[config.mk]
export PLATFORM = sky130hd
export DESIGN_NAME = wtq_store_buffer
export DESIGN_NICKNAME = d
export VERILOG_FILES = /design/src/rtl/wtq_pkg.sv /design/src/rtl/wtq_ring.sv /design/src/rtl/wtq_match.sv /design/src/rtl/wtq_store_buffer.sv
export SDC_FILE = /design/constraint.sdc
export NUM_CORES = 1
export LEC_CHECK = 0
export BUFFER_PORTS_ARGS = -buffer_cell sky130_fd_sc_hd__buf_2
export CAP_MARGIN = 20
export CORE_UTILIZATION = 50
export CTS_BUF_LIST = sky130_fd_sc_hd__clkbuf_4 sky130_fd_sc_hd__clkbuf_8
export DETAILED_ROUTE_END_ITERATION = 8
export GPL_TIMING_DRIVEN = 1
export MAX_ROUTING_LAYER = met4
export PLACE_DENSITY = 0.76
export SLEW_MARGIN = 20
export SYNTH_ARGS = -nofsm -noshare
export SYNTH_HDL_FRONTEND = slang
export SYNTH_HIERARCHICAL = 1
export SYNTH_SLANG_ARGS = --single-unit
export TNS_END_PERCENT = 30
[constraint.sdc]
create_clock -name clk -period 5.7 [get_ports clk]
set_input_delay 0 -clock clk [delete_from_list [all_inputs] [get_ports clk]]
set_output_delay 0 -clock clk [all_outputs]
set_load 0.01 [all_outputs]
[src/rtl/wtq_pkg.sv]
package wtq_pkg;

   // Physical slot that is k places after base in a ring of depth slots.
   function automatic int unsigned slot_of(input int unsigned base,
                                           input int unsigned k,
                                           input int unsigned depth);
      return (base + k) % depth;
   endfunction

endpackage

[src/rtl/wtq_ring.sv]
module wtq_ring #(
   parameter int AW    = 32,
   parameter int DW    = 32,
   parameter int DEPTH = 4,
   localparam int PW   = $clog2(DEPTH),
   localparam int CW   = PW + 1
) (
   input  logic                     clk,
   input  logic                     rst_n,
   input  logic                     push,
   input  logic [AW-1:0]            push_addr,
   input  logic [DW-1:0]            push_data,
   input  logic                     pop,
   output logic [CW-1:0]            count,
   output logic [PW-1:0]            rd_ptr,
   output logic [DEPTH-1:0][AW-1:0] slot_addr,
   output logic [DEPTH-1:0][DW-1:0] slot_data
);

   logic [PW-1:0] wr_ptr;

   always_ff @(posedge clk or negedge rst_n) begin
      if (!rst_n) begin
         wr_ptr <= '0;
         rd_ptr <= '0;
         count  <= '0;
      end else begin
         if (push) wr_ptr <= wr_ptr + PW'(1);
         if (pop)  rd_ptr <= rd_ptr + PW'(1);
         case ({push, pop})
            2'b10:   count <= count + CW'(1);
            2'b01:   count <= count - CW'(1);
            default: count <= count;
         endcase
      end
   end

   always_ff @(posedge clk) begin
      if (push) begin
         slot_addr[wr_ptr] <= push_addr;
         slot_data[wr_ptr] <= push_data;
      end
   end

endmodule

[src/rtl/wtq_match.sv]
module wtq_match #(
   parameter int AW    = 32,
   parameter int DW    = 32,
   parameter int DEPTH = 4,
   localparam int PW   = $clog2(DEPTH),
   localparam int CW   = PW + 1
) (
   input  logic [DEPTH-1:0][AW-1:0] slot_addr,
   input  logic [DEPTH-1:0][DW-1:0] slot_data,
   input  logic [PW-1:0]            rd_ptr,
   input  logic [CW-1:0]            count,
   input  logic [AW-1:0]            look_addr,
   output logic                     hit,
   output logic [DW-1:0]            data
);

   logic [DEPTH-1:0] eq;

   for (genvar g = 0; g < DEPTH; g++) begin : g_cmp
      assign eq[g] = (slot_addr[g] == look_addr);
   end

   // Walk from oldest to youngest; a later match overrides an earlier one.
   always_comb begin
      hit  = 1'b0;
      data = '0;
      for (int k = 0; k < DEPTH; k++) begin
         logic [PW-1:0] idx;
         idx = PW'(wtq_pkg::slot_of(int'(rd_ptr), k, DEPTH));
         if ((CW'(k) < count) && eq[idx]) begin
            hit  = 1'b1;
            data = slot_data[idx];
         end
      end
   end

endmodule

[src/rtl/wtq_store_buffer.sv]
module wtq_store_buffer #(
   parameter int AW    = 32,
   parameter int DW    = 32,
   parameter int DEPTH = 4,
   localparam int PW   = $clog2(DEPTH),
   localparam int CW   = PW + 1
) (
   input  logic          clk,
   input  logic          rst_n,
   input  logic          st_valid,
   input  logic [AW-1:0] st_addr,
   input  logic [DW-1:0] st_data,
   output logic          st_stall,
   output logic          mem_valid,
   output logic [AW-1:0] mem_addr,
   output logic [DW-1:0] mem_data,
   input  logic          mem_ready,
   input  logic [AW-1:0] rd_addr,
   output logic          rd_hit,
   output logic [DW-1:0] rd_data,
   output logic          full,
   output logic          empty
);

   initial begin : param_check
      assert (DEPTH >= 2 && (DEPTH & (DEPTH - 1)) == 0)
         else $error("DEPTH must be a power of two, at least 2");
      assert (AW > 0 && DW > 0)
         else $error("AW and DW must be positive");
   end

   logic [CW-1:0]            count;
   logic [PW-1:0]            rd_ptr;
   logic [DEPTH-1:0][AW-1:0] slot_addr;
   logic [DEPTH-1:0][DW-1:0] slot_data;
   logic                     push, pop;

   assign full      = (count == CW'(DEPTH));
   assign empty     = (count == '0);
   assign st_stall  = st_valid & full;
   assign push      = st_valid & ~full;
   assign mem_valid = ~empty;
   assign pop       = mem_valid & mem_ready;
   assign mem_addr  = slot_addr[rd_ptr];
   assign mem_data  = slot_data[rd_ptr];

   wtq_ring #(.AW(AW), .DW(DW), .DEPTH(DEPTH)) u_ring (
      .clk       (clk),
      .rst_n     (rst_n),
      .push      (push),
      .push_addr (st_addr),
      .push_data (st_data),
      .pop       (pop),
      .count     (count),
      .rd_ptr    (rd_ptr),
      .slot_addr (slot_addr),
      .slot_data (slot_data)
   );

   wtq_match #(.AW(AW), .DW(DW), .DEPTH(DEPTH)) u_match (
      .slot_addr (slot_addr),
      .slot_data (slot_data),
      .rd_ptr    (rd_ptr),
      .count     (count),
      .look_addr (rd_addr),
      .hit       (rd_hit),
      .data      (rd_data)
   );

endmodule

==> results of run 1 <==
-- routing by layer --
metal	global-route usage [%]	routed length [um]	part of all wire (%)
met3	5.14	3720	8.8
met5	-	0	0
met1	33.9	16900	40
met4	10.6	1320	3.1
met2	41.6	20500	48
-- cells by family (layout without fill, tap and decap cells) --
family	Yosys count	after routing	synth area share, %
flops	263	263	49.2
buf+inv	108	365	3.85
compound gates	105	105	4.99
mux	229	229	22.6
other cells	0	6	0
fa+ha+maj	6	6	0.517
simple gates	289	289	11.5
xor+xnor	134	134	7.35
-- report_power, final --
part           leakage (nW)  internal (mW)  switching, mW
clock                 0.436          0.833          0.758
sequential             2.43           2.58          0.407
combinational          3.82           1.62           1.92
total                  6.68           5.03           3.09
-- cells in the final DEF, fill, tap and decap left out, drive strengths merged, types with 4 or more instances in the layout --
| cell type | synthesis | final |
|---|---|---|
| mux2i | 65 | 65 |
| a21oi | 34 | 34 |
| nand3 | 64 | 64 |
| ha | 5 | 5 |
| clkbuf | 55 | 59 |
| nor4 | 32 | 32 |
| nand4b | 32 | 32 |
| a211oi | 32 | 32 |
| or3 | 65 | 65 |
| o32a | 32 | 32 |
| nor3 | 4 | 4 |
| mux4 | 97 | 97 |
| dlygate4sd3 | 0 | 68 |
| diode | 0 | 6 |
| dfrtp | 7 | 7 |
| buf | 49 | 215 |
| nand4 | 72 | 72 |
| and2 | 7 | 7 |
| xor2 | 131 | 131 |
| inv | 4 | 6 |
| edfxtp | 256 | 256 |
| nor2 | 7 | 7 |
| mux2 | 67 | 67 |
| clkinv | 0 | 17 |
-- flip-flops by register name, summed over array words and instances (netlist names) --
register	cells
u_ring/slot_data	128
u_ring/count	3
u_ring/rd_ptr	2
u_ring/wr_ptr	2
u_ring/slot_addr	128
-- worst max-delay path, cell delays in order, from the launching register on --
cell and delay (ns):
edfxtp_1 0.40, xor2_1 0.18, nor4_1 0.59, nand4_1 0.21, nor2_1 0.36, mux2_2 0.25, a22o_2 0.77, buf_4 0.44
a211oi_1 0.09, o32a_1 0.40, buf_2 0.15
-- worst max path at each step --
stage / end / slack (ns) / cells past startpoint
2_1_floorplan: u_ring/slot_addr[0]$_DFFE_PP_ / 2.73 / 3
3_3_place_gp: rd_data[20] / 2.01 / 10
3_5_place_dp: rd_data[20] / 1.98 / 10
4_1_cts: rd_data[20] / 1.31 / 10
5_1_grt: rd_data[10] / 1.15 / 10
6_report: rd_data[20] / 1.23 / 10
-- cell type report --
cell class	instances	area, sq um	share of cell area, %
clock inverters	19	105	0.564
clock buffers	59	724	3.89
diodes	6	15.0	0.0806
flip-flops and latches	263	7870	42.2
well taps	402	503	2.70
repair buffers	283	1860	9.98
multi-input cells	763	7540	40.5
inverters	4	15.0	0.0806
==> Implementation_results.wiki, run 1 <==
{| class="wikitable"
! Metric !! Value
|-
| Run status || finished, final reports clean
|-
| Worst supply voltage drop on vdd || 0.000352 V
|-
| Total power || 8.12 mW
|-
| Post-cts gate resize count || 0
|-
| Die H || 181 um
|-
| Hold buffer count at CTS || 68
|-
| Post-place instance area || 17100 sq um
|-
| Detail-routed net length per standard cell || 23.6 um
|-
| Slew Limit Headroom || 21.6%
|-
| Initial Utilization || 50.8%
|-
| Vias || 11600
|-
| Worst Skew || 0.0460 ns
|-
| Number of optimization iterations in the first detailed-route pass || 7
|-
| Initial antenna violation count || 6
|-
| Hold Path Cell Cnt || 2
|-
| Unrepaired setup endpoints after global routing || false
|-
| Cell count after placement || 1645
|-
| Start point of the critical path || u_ring/slot_addr[122]$_DFFE_PP_
|-
| H-tree depth || 2
|-
| Maximum capacitance violations || 0
|-
| Worst R2R Path Depth || 4
|-
| Pwr/cell area || 436 nW/um^2
|-
| Number of buffers added by the clock tree synthesis step || 45
|-
| Maximum fanout encountered on the critical timing path || 42
|-
| Share of the yosys chip area belonging to registers || 49.2%
|-
| HPWL reported at the end of detailed placement || 25600 um
|-
| Kind of launch point of the worst setup path || flip-flop
|-
| Crit Path Category || reg -> out
|-
| Hold Crit Class || in -> reg
|-
| Largest net degree at the start of global routing || 217
|-
| Average instance area after synthesis || 14.1 sq um
|-
| # port buffers || 200
|-
| Final non-filler cell area || 18600 sq um
|-
| Die W || 181 um
|-
| Non-filler cells in the finished layout || 1799
|-
| Share of the core filled with cells || 59.2%
|-
| Required time of the critical path || 5.70 ns
|-
| Worst Hold Endpoint || u_ring/slot_addr[15]$_DFFE_PP_
|-
| Number of global-route vias before repair || 11800
|-
| Number of nets with antenna violations after detailed routing || 0
|-
| Top-level I/O count || 201
|-
| Worst slack after detailed placement || 1.98 ns
|-
| Weighted congestion at the end of routability-driven global placement || 0.829
|-
| Setup TNS after final layout || 0 ns
|-
| Primary FF master, synth || edfxtp_1
|-
| Post-synth EDFFs || 256
|-
| Clock-pin transition on the worst setup and hold timing paths || 0.06 ns
|-
| Number of post-CTS setup repair buffers || 0
|-
| Via density || 6.47
|-
| Starting DRC count in detailed routing || 1007
|-
| Worst Tran Pin Value || 1.17 ns
|-
| Synth cell count leaders || edfxtp_1, xor2_1, mux4_2
|-
| Async set-reset flop share out of synthesis || 2.66%
|-
| Top area cells in the synthesized netlist || edfxtp_1, mux4_2, xor2_1, mux2_2, mux2i_1
|-
| End of the worst register-to-register path || u_ring/slot_addr[92]$_DFFE_PP_
|-
| Library cell occupying the most area in the post-synthesis netlist || edfxtp_1
|-
| Clock tree from TritonCTS || built
|-
| Critical Path Sink Type || primary output
|-
| Hold path startpoint || st_addr[15]
|-
| Min Clock Period, post-route || 4.47 ns
|-
| Placeable core region || 31500 sq um
|-
| WP data arrival || 4.47 ns
|-
| GR Util All Layers || 26.5%
|-
| Area of the die || 32700 sq um
|-
| Netlist Area Pre-Place || 16000 sq um
|-
| Post-layout net count || 1466
|-
| Number of instances in the synthesized netlist || 1134
|-
| Area growth syn-to-layout || 16.6%
|-
| Final number of max-transition violations || 0
|-
| Clock Path Buffers || 3
|-
| Internal reg-to-reg setup slack || 2.84 ns
|-
| Highest Clock Rate || 0.224 GHz
|-
| Final Hold Viols || 0
|-
| Reg2reg start || u_ring/count[2]$_DFFE_PN0P_
|-
| Clock insertion delay at the later pin of the skew report || 0.59 ns
|-
| Most numerous cell in the Yosys netlist || edfxtp_1
|-
| Crit share post-route || 78.4%
|-
| Hold Slack || 0.168 ns
|-
| Syn nets || 1240
|-
| Routed wire length || 42500 um
|-
| Global-route wire length before repair || 65300 um
|-
| Unique masters post-synth || 43
|-
| Number of remaining DRC errors || 0
|-
| Yosys warning total || 6
|-
| Post-synthesis sequential element count || 263
|-
| Std-Cell Rows || 65
|-
| Proportion of netlist area held by the largest area contributor || 48.1%
|-
| Static leakage || 6.68 nW
|-
| Share of cells above drive strength 1 || 33.4%
|-
| Filler cell count in the final layout || 2501
|-
| Clock Sinks || 263
|-
| Setup Viol. Count Final || 0
|-
| Aggregate global routing overflow || 0
|-
| Root buffer cell || clkbuf_8
|-
| Worst setup slack after layout || 1.23 ns
|}
Power figures use the tool's default switching activity.
==> run 2, diff against run 1 <==
Settings changed: ABC_AREA set to 1.
Clock period 5.7 ns to 4.54 ns, I/O delays scaled along.
==> Implementation_results.wiki, run 2 <==
{| class="wikitable"
! Metric !! Value
|-
| Unique masters post-synth || 29 (-33%)
|-
| Std-Cell Rows || 68 (+4.6%)
|-
| Top-level I/O count || 201 (unchanged)
|-
| Post-layout net count || 2752 (+88%)
|-
| Clock Path Buffers || 3 (unchanged)
|-
| Slew Limit Headroom || 25.5% (+3.9 points)
|-
| Worst R2R Path Depth || 7 (+3)
|-
| Number of post-CTS setup repair buffers || 0 (unchanged)
|-
| Async set-reset flop share out of synthesis || 2.66% (unchanged)
|-
| Yosys warning total || 6 (unchanged)
|-
| Hold Slack || 0.195 ns (+0.0274 ns)
|-
| # port buffers || 200 (unchanged)
|-
| Kind of launch point of the worst setup path || flip-flop
|-
| Setup Viol. Count Final || 0 (unchanged)
|-
| Min Clock Period, post-route || 3.90 ns
|-
| HPWL reported at the end of detailed placement || 30900 um (+21%)
|-
| Aggregate global routing overflow || 0 (unchanged)
|-
| Post-place instance area || 18700 sq um (+9.8%)
|-
| Starting DRC count in detailed routing || 1224 (+22%)
|-
| Largest net degree at the start of global routing || 321 (+48%)
|-
| Vias || 15900 (+36%)
|-
| Final non-filler cell area || 20300 sq um (+8.9%)
|-
| Slowest Stage Delay on Critical Path || 0.79 ns (+0.02 ns)
|-
| Most numerous cell in the Yosys netlist || nand2_1
|-
| Die W || 191 um (+5.6%)
|-
| Crit Path Category || reg -> out
|-
| Non-filler cells in the finished layout || 3142 (+75%)
|-
| Clock tree from TritonCTS || built
|-
| Share of the yosys chip area belonging to registers || 44.1% (-5.1 points)
|-
| Clock insertion delay at the later pin of the skew report || 0.56 ns (-0.03 ns)
|-
| Critical-path cell with the highest stage delay || inv_2
|-
| Number of buffers added by the clock tree synthesis step || 45 (unchanged)
|-
| Hold path startpoint || st_addr[16]
|-
| Average instance area after synthesis || 7.21 sq um (-49%)
|-
| Critical Path Sink Type || primary output
|-
| Worst Tran Pin Value || 1.12 ns (-0.0564 ns)
|-
| Global-route wire length before repair || 75700 um (+16%)
|-
| GR Util All Layers || 27.3% (+0.79 points)
|-
| Maximum capacitance violations || 0 (unchanged)
|-
| Clock Sinks || 263 (unchanged)
|-
| Die H || 191 um (+5.6%)
|-
| Number of remaining DRC errors || 0 (unchanged)
|-
| Area growth syn-to-layout || 13.8%
|-
| Hold Crit Class || in -> reg
|-
| Synth cell count leaders || nand2_1, inv_1, edfxtp_1
|-
| Pwr/cell area || 706 nW/um^2 (+62%)
|-
| Ordered list of cells on the worst path || buf_4 -> inv_1 -> nand2_1 -> nand2_2 -> nand2_2 -> nand3_4 -> inv_2 -> nor2_1 -> nand2_1 -> a21oi_1 -> buf_2
|-
| Via density || 5.05 (-22%)
|-
| Crit share post-route || 85.9%
|-
| Number of nets with antenna violations after detailed routing || 0 (unchanged)
|-
| Filler cell count in the final layout || 3080 (+23%)
|-
| Clock-pin transition on the worst setup and hold timing paths || 0.07 ns (about the same)
|-
| Setup TNS after final layout || 0 ns (unchanged)
|-
| Post-synthesis sequential element count || 263 (unchanged)
|-
| Final Hold Viols || 0 (unchanged)
|-
| Initial Utilization || 51.2% (+0.48 points)
|-
| Worst Skew || 0.0117 ns (-0.0343 ns)
|-
| Internal reg-to-reg setup slack || 1.65 ns (-1.19 ns)
|-
| Maximum fanout encountered on the critical timing path || 71 (+69%)
|-
| Largest regs || u_ring/slot_addr x128, u_ring/slot_data x128, u_ring/count x3
|-
| Library cell occupying the most area in the post-synthesis netlist || edfxtp_1
|-
| Weighted congestion at the end of routability-driven global placement || 0.875 (+5.5%)
|-
| Primary FF master, synth || edfxtp_1
|-
| Syn nets || 2579 (+110%)
|-
| Top Family by Delay on Critical Path || buffers and inverters
|-
| Required time of the critical path || 4.54 ns (-1.16 ns)
|-
| Highest Clock Rate || 0.256 GHz
|-
| Reg2reg start || u_ring/count[0]$_DFFE_PN0P_
|-
| Final number of max-transition violations || 0 (unchanged)
|-
| Worst supply voltage drop on vdd || 0.000652 V (+85%)
|-
| Root buffer cell || clkbuf_8
|-
| Proportion of netlist area held by the largest area contributor || 43.1% (-5.0 points)
|-
| Post-synth EDFFs || 256 (unchanged)
|-
| Routed wire length || 48700 um (+15%)
|-
| Worst Hold Endpoint || u_ring/slot_addr[112]$_DFFE_PP_
|-
| Share of the core filled with cells || 58.3% (-0.89 points)
|-
| Area of the die || 36400 sq um (+11%)
|-
| Most frequent cells in the layout || nand2_1, inv_1, edfxtp_1, o21ai_0, buf_2
|-
| End of the worst register-to-register path || u_ring/slot_data[54]$_DFFE_PP_
|-
| Share of cells above drive strength 1 || 13.6% (-20 points)
|-
| Placeable core region || 34800 sq um (+11%)
|-
| Number of optimization iterations in the first detailed-route pass || 7 (unchanged)
|-
| Most common cell after layout, fill and taps aside || nand2_1
|-
| Initial antenna violation count || 8 (+2)
|-
| Top area cells in the synthesized netlist || edfxtp_1, nand2_1, inv_1, o21ai_0, xnor2_1
|-
| WP data arrival || 3.90 ns (-0.57 ns)
|-
| Static leakage || 9.82 nW (+47%)
|-
| Netlist Area Pre-Place || 17800 sq um (+12%)
|-
| Number of global-route vias before repair || 15200 (+29%)
|-
| Buffers plus inverters on the worst setup path || 4 (+2)
|-
| Number of instances in the synthesized netlist || 2473 (+120%)
|-
| Hold Path Cell Cnt || 2 (unchanged)
|-
| Cell count after placement || 2986 (+82%)
|-
| Unrepaired setup endpoints after global routing || false
|-
| H-tree depth || 2 (unchanged)
|-
| Run status || finished, final reports clean
|-
| Detail-routed net length per standard cell || 15.5 um (-34%)
|}
[run 2: stage by stage]
stage	total power [mW]	worst slack, ns
4_1_cts	14.3	0.645
3_5_place_dp	12.2	1.25
5_1_grt	15.5	0.364
6_report	14.3	0.638
2_1_floorplan	9.72	1.96
3_3_place_gp	12.0	1.29
[run 2: how the worst max path moves through the flow]
stage / cells past startpoint / startpoint / slack, ns / endpoint
floorplan: 7 / u_ring/count[0]$_DFFE_PN0P_ / 1.96 / u_ring/slot_addr[32]$_DFFE_PP_
global placement: 11 / u_ring/rd_ptr[0]$_DFFE_PN0P_ / 1.29 / rd_data[1]
detailed placement: 11 / u_ring/rd_ptr[0]$_DFFE_PN0P_ / 1.25 / rd_data[0]
CTS: 11 / u_ring/rd_ptr[0]$_DFFE_PN0P_ / 0.65 / rd_data[0]
global route: 11 / u_ring/rd_ptr[0]$_DFFE_PN0P_ / 0.36 / rd_data[0]
finish: 11 / u_ring/rd_ptr[0]$_DFFE_PN0P_ / 0.64 / rd_data[0]
[run 2: cell families after synthesis]
logic type	after synthesis	synth area share [%]
and+or+nand+nor	1197	27.2
buffers and inverters	608	14.1
AOI/OAI and AO/OA	289	8.72
DFF	263	44.1
xor gates and xnor gates	110	5.45
adders and majority gates	6	0.463
[run 2: area by class of cell]
| class | count | area (sq um) | area share [%] |
|---|---|---|---|
| Multi-Input combinational cell | 1602 | 7470 | 36.8 |
| Sequential cell | 263 | 7870 | 38.8 |
| Antenna cell | 8 | 20.0 | 0.0987 |
| Inverter | 451 | 1700 | 8.38 |
| Tap cell | 455 | 569 | 2.81 |
| Clock inverter | 21 | 115 | 0.567 |
| Clock buffer | 59 | 743 | 3.66 |
| Timing Repair Buffer | 283 | 1810 | 8.90 |
[run 2: metal layers]
| layer | global-route usage, % | vias to the layer above | routed length (um) | part of all wire (%) |
|---|---|---|---|---|
| met5 | - | - | 0 | 0 |
| met4 | 12.3 | 0 | 1840 | 3.8 |
| met3 | 5.23 | 115 | 3930 | 8.1 |
| met2 | 45.8 | 665 | 23600 | 49 |
| met1 | 31.6 | 7130 | 19300 | 40 |
| li1 | - | 7972 | - | - |
[run 2: power by group]
| part | internal (mW) | leakage, nW | switching, mW |
|---|---|---|---|
| Clock | 1.12 | 0.460 | 0.953 |
| Sequential | 3.24 | 2.43 | 0.283 |
| Combinational | 2.82 | 6.93 | 5.92 |
[run 2: what timing repair did]
action | 4_1_cts | 5_1_grt
hold buffers | 68 | 0
gates resized for setup | 0 | 0
hold endpoints to repair | 267 | 0
==> run 3, diff against run 2 <==
Settings changed: CELL_PAD_IN_SITES_DETAIL_PLACEMENT set to 1, CELL_PAD_IN_SITES_GLOBAL_PLACEMENT set to 1, CORE_UTILIZATION 50 to 45, PLACE_DENSITY 0.76 to 0.9.
==> Implementation_results.wiki, run 3 (same netlist as run 2, synthesis figures left out) <==
{| class="wikitable"
! Metric !! Value
|-
| Unrepaired setup endpoints after global routing || false
|-
| Area growth syn-to-layout || 15.7%
|-
| Required time of the critical path || 4.54 ns (about the same)
|-
| Share of total power in the clock network || 16.8% (+2.3 points)
|-
| WP data arrival || 4.08 ns (+0.18 ns)
|-
| Hold Path Cell Cnt || 2 (unchanged)
|-
| Post-cts gate resize count || 0 (unchanged)
|-
| Min Clock Period, post-route || 4.08 ns (+0.177 ns)
|-
| Fraction of power consumed by sequential logic || 23.9% (-0.7 points)
|-
| Routed wire length || 60900 um (+25%)
|-
| Die H || 201 um (+5.4%)
|-
| Most frequent cells in the layout || nand2_1, inv_1, edfxtp_1, o21ai_0, buf_2
|-
| HPWL reported at the end of detailed placement || 37800 um (+22%)
|-
| Number of post-CTS setup repair buffers || 0 (unchanged)
|-
| # port buffers || 200 (unchanged)
|-
| Slew Limit Headroom || 16.4% (-9.1 points)
|-
| End of the worst register-to-register path || u_ring/slot_data[57]$_DFFE_PP_
|-
| Maximum capacitance violations || 0 (unchanged)
|-
| Number of buffers added by the clock tree synthesis step || 49 (+8.9%)
|-
| Worst R2R Path Depth || 7 (unchanged)
|-
| Placeable core region || 38800 sq um (+12%)
|-
| Worst supply voltage drop on vdd || 0.000597 V (-8.4%)
|-
| Kind of launch point of the worst setup path || flip-flop
|-
| Clock insertion delay at the later pin of the skew report || 0.64 ns (+0.08 ns)
|-
| Vias || 16900 (+6.5%)
|-
| Top Family by Delay on Critical Path || simple AND/OR/NAND/NOR gates
|-
| Crit Path Category || reg -> out
|-
| Critical Path Sink Type || primary output
|-
| Sw Share || 50.8% (+0.84 points)
|-
| Cell Int Power || 7.55 mW (+5.2%)
|-
| Std-Cell Rows || 72 (+5.9%)
|-
| Pwr/cell area || 743 nW/um^2 (+5.2%)
|-
| Ordered list of cells on the worst path || xnor2_1 -> nand2_1 -> nor2_1 -> nand2_1 -> nor2_1 -> nand3_1 -> nand3_2 -> nand3_4 -> inv_2 -> nor2_1 -> nand2_1 -> a21oi_2 -> buf_2
|-
| Die W || 201 um (+5.4%)
|-
| Static leakage || 9.94 nW (+1.2%)
|-
| Largest regs || u_ring/slot_addr x128, u_ring/slot_data x128, u_ring/count x3
|-
| Net Sw Power || 7.78 mW (+8.8%)
|-
| Final Hold Viols || 0 (unchanged)
|-
| Aggregate global routing overflow || 0 (unchanged)
|-
| Number of remaining DRC errors || 0 (unchanged)
|-
| Via density || 5.26 (+4.1%)
|-
| Clock Path Buffers || 3 (unchanged)
|-
| Reg2reg start || u_ring/count[0]$_DFFE_PN0P_
|-
| Setup TNS after final layout || 0 ns (unchanged)
|-
| Buffers plus inverters on the worst setup path || 2 (-2)
|-
| Starting DRC count in detailed routing || 1015 (-17%)
|-
| Number of nets with antenna violations after detailed routing || 0 (unchanged)
|-
| Crit share post-route || 89.8% (+3.9 points)
|-
| Root buffer cell || clkbuf_8
|-
| H-tree depth || 2 (unchanged)
|-
| Worst Hold Endpoint || u_ring/slot_data[118]$_DFFE_PP_
|-
| Weighted congestion at the end of routability-driven global placement || 0.868 (-0.89%)
|-
| Hold buffer count at CTS || 68 (unchanged)
|-
| Run status || finished, final reports clean
|-
| Initial antenna violation count || 4 (-4)
|-
| Maximum fanout encountered on the critical timing path || 34 (-52%)
|-
| Hold path startpoint || st_data[22]
|-
| Highest Clock Rate || 0.245 GHz (-4.3%)
|-
| Slowest Stage Delay on Critical Path || 0.83 ns (+0.04 ns)
|-
| Share of total power in combinational logic || 59.3% (-1.7 points)
|-
| Final number of max-transition violations || 0 (unchanged)
|-
| Clock tree from TritonCTS || built
|-
| Share of the core filled with cells || 53.1% (-5.2 points)
|-
| Initial Utilization || 45.9% (-5.3 points)
|-
| Largest net degree at the start of global routing || 281 (-12%)
|-
| Number of global-route vias before repair || 18300 (+21%)
|-
| GR Util All Layers || 31.0% (+3.7 points)
|-
| Internal reg-to-reg setup slack || 1.80 ns (+0.15 ns)
|-
| Worst Skew || 0.0268 ns (+0.0151 ns)
|-
| Setup Viol. Count Final || 0 (unchanged)
|-
| Worst Tran Pin Value || 1.25 ns (+0.137 ns)
|-
| Top-level I/O count || 201 (unchanged)
|-
| Critical-path cell with the highest stage delay || inv_2
|-
| Area of the die || 40400 sq um (+11%)
|-
| Hold Crit Class || in -> reg
|-
| Clock Sinks || 263 (unchanged)
|-
| Number of optimization iterations in the first detailed-route pass || 7 (unchanged)
|-
| Share of cells above drive strength 1 || 14.0% (+0.42 points)
|-
| Most common cell after layout, fill and taps aside || nand2_1
|-
| Global-route wire length before repair || 95600 um (+26%)
|-
| Post-layout net count || 2758 (+0.22%)
|-
| Detail-routed net length per standard cell || 18.9 um (+22%)
|-
| Clock-pin transition on the worst setup and hold timing paths || 0.07 ns (about the same)
|}
==> run 3: cell count changes in the layout (fill, tap and decap cells not counted), moves of 2 or more <==
cell / change
clkbuf_8: +6
bufinv_16: +4
buf_12: +3
diode_2: -3
inv_6: +2
==> run 3: how the worst max path moves through the flow <==
stage,start,endpoint,slack (ns),cells past startpoint
after floorplan,u_ring/count[0]$_DFFE_PN0P_,u_ring/slot_addr[32]$_DFFE_PP_,1.96,7
after global placement,u_ring/rd_ptr[1]$_DFFE_PN0P_,rd_data[31],1.46,10
after detailed placement,u_ring/slot_addr[121]$_DFFE_PP_,rd_data[30],1.34,15
after CTS,u_ring/slot_addr[116]$_DFFE_PP_,rd_data[30],0.58,13
after global routing,u_ring/slot_addr[116]$_DFFE_PP_,rd_data[0],0.33,13
final,u_ring/slot_addr[114]$_DFFE_PP_,rd_data[30],0.46,13
==> run 3: through the flow <==
step	setup WS, ns	hold slack (ns)	total power [mW]	std cells	cell area [sq um]
final	0.461	0.131	15.3	3215	20600
after global routing	0.334	0.119	16.5	3214	20600
after CTS	0.584	0.0899	15.3	3210	20600
after detailed placement	1.34	-0.150	12.6	3051	18900
after global placement	1.46	-0.153	12.2	3051	18900
after floorplan	1.96	-0.296	9.72	2473	17800
==> run 3: area by class of cell <==
cell class                 count  area, sq um
antenna                        5         12.5
clock buffer                  65          826
clock inverter                26          246
fill                        4952        18200
inverter                     451         1700
multi-input combinational   1602         7470
sequential                   263         7870
tap                          518          648
timing repair buffer         285         1860
==> run 3: worst reg2reg max path, delay by kind of cell, from the launching register on <==
kind / cells / cell delay [ns]
buffers and inverters: 3 / 1.07
AND/OR/NAND/NOR: 4 / 0.83
flip-flops: 1 / 0.46
==> run 3: layer usage <==
metal | vias up | GRT usage [%] | wire length [um] | share of wire [%]
met4 | 0 | 14.0 | 2230 | 3.7
li1 | 7987 | - | - | -
met5 | - | - | 0 | 0
met2 | 622 | 53.9 | 30700 | 50
met1 | 8141 | 34.5 | 24100 | 40
met3 | 164 | 5.58 | 3890 | 6.4
==> run 3: power groups by stage <==
stage	clock (mW)	combinational, mW	sequential, mW
finish	2.57	9.09	3.67
global route	2.71	10.0	3.71
CTS	2.60	9.03	3.66
detailed placement	0	8.92	3.70
global placement	0	8.54	3.66
floorplan	0	6.22	3.50
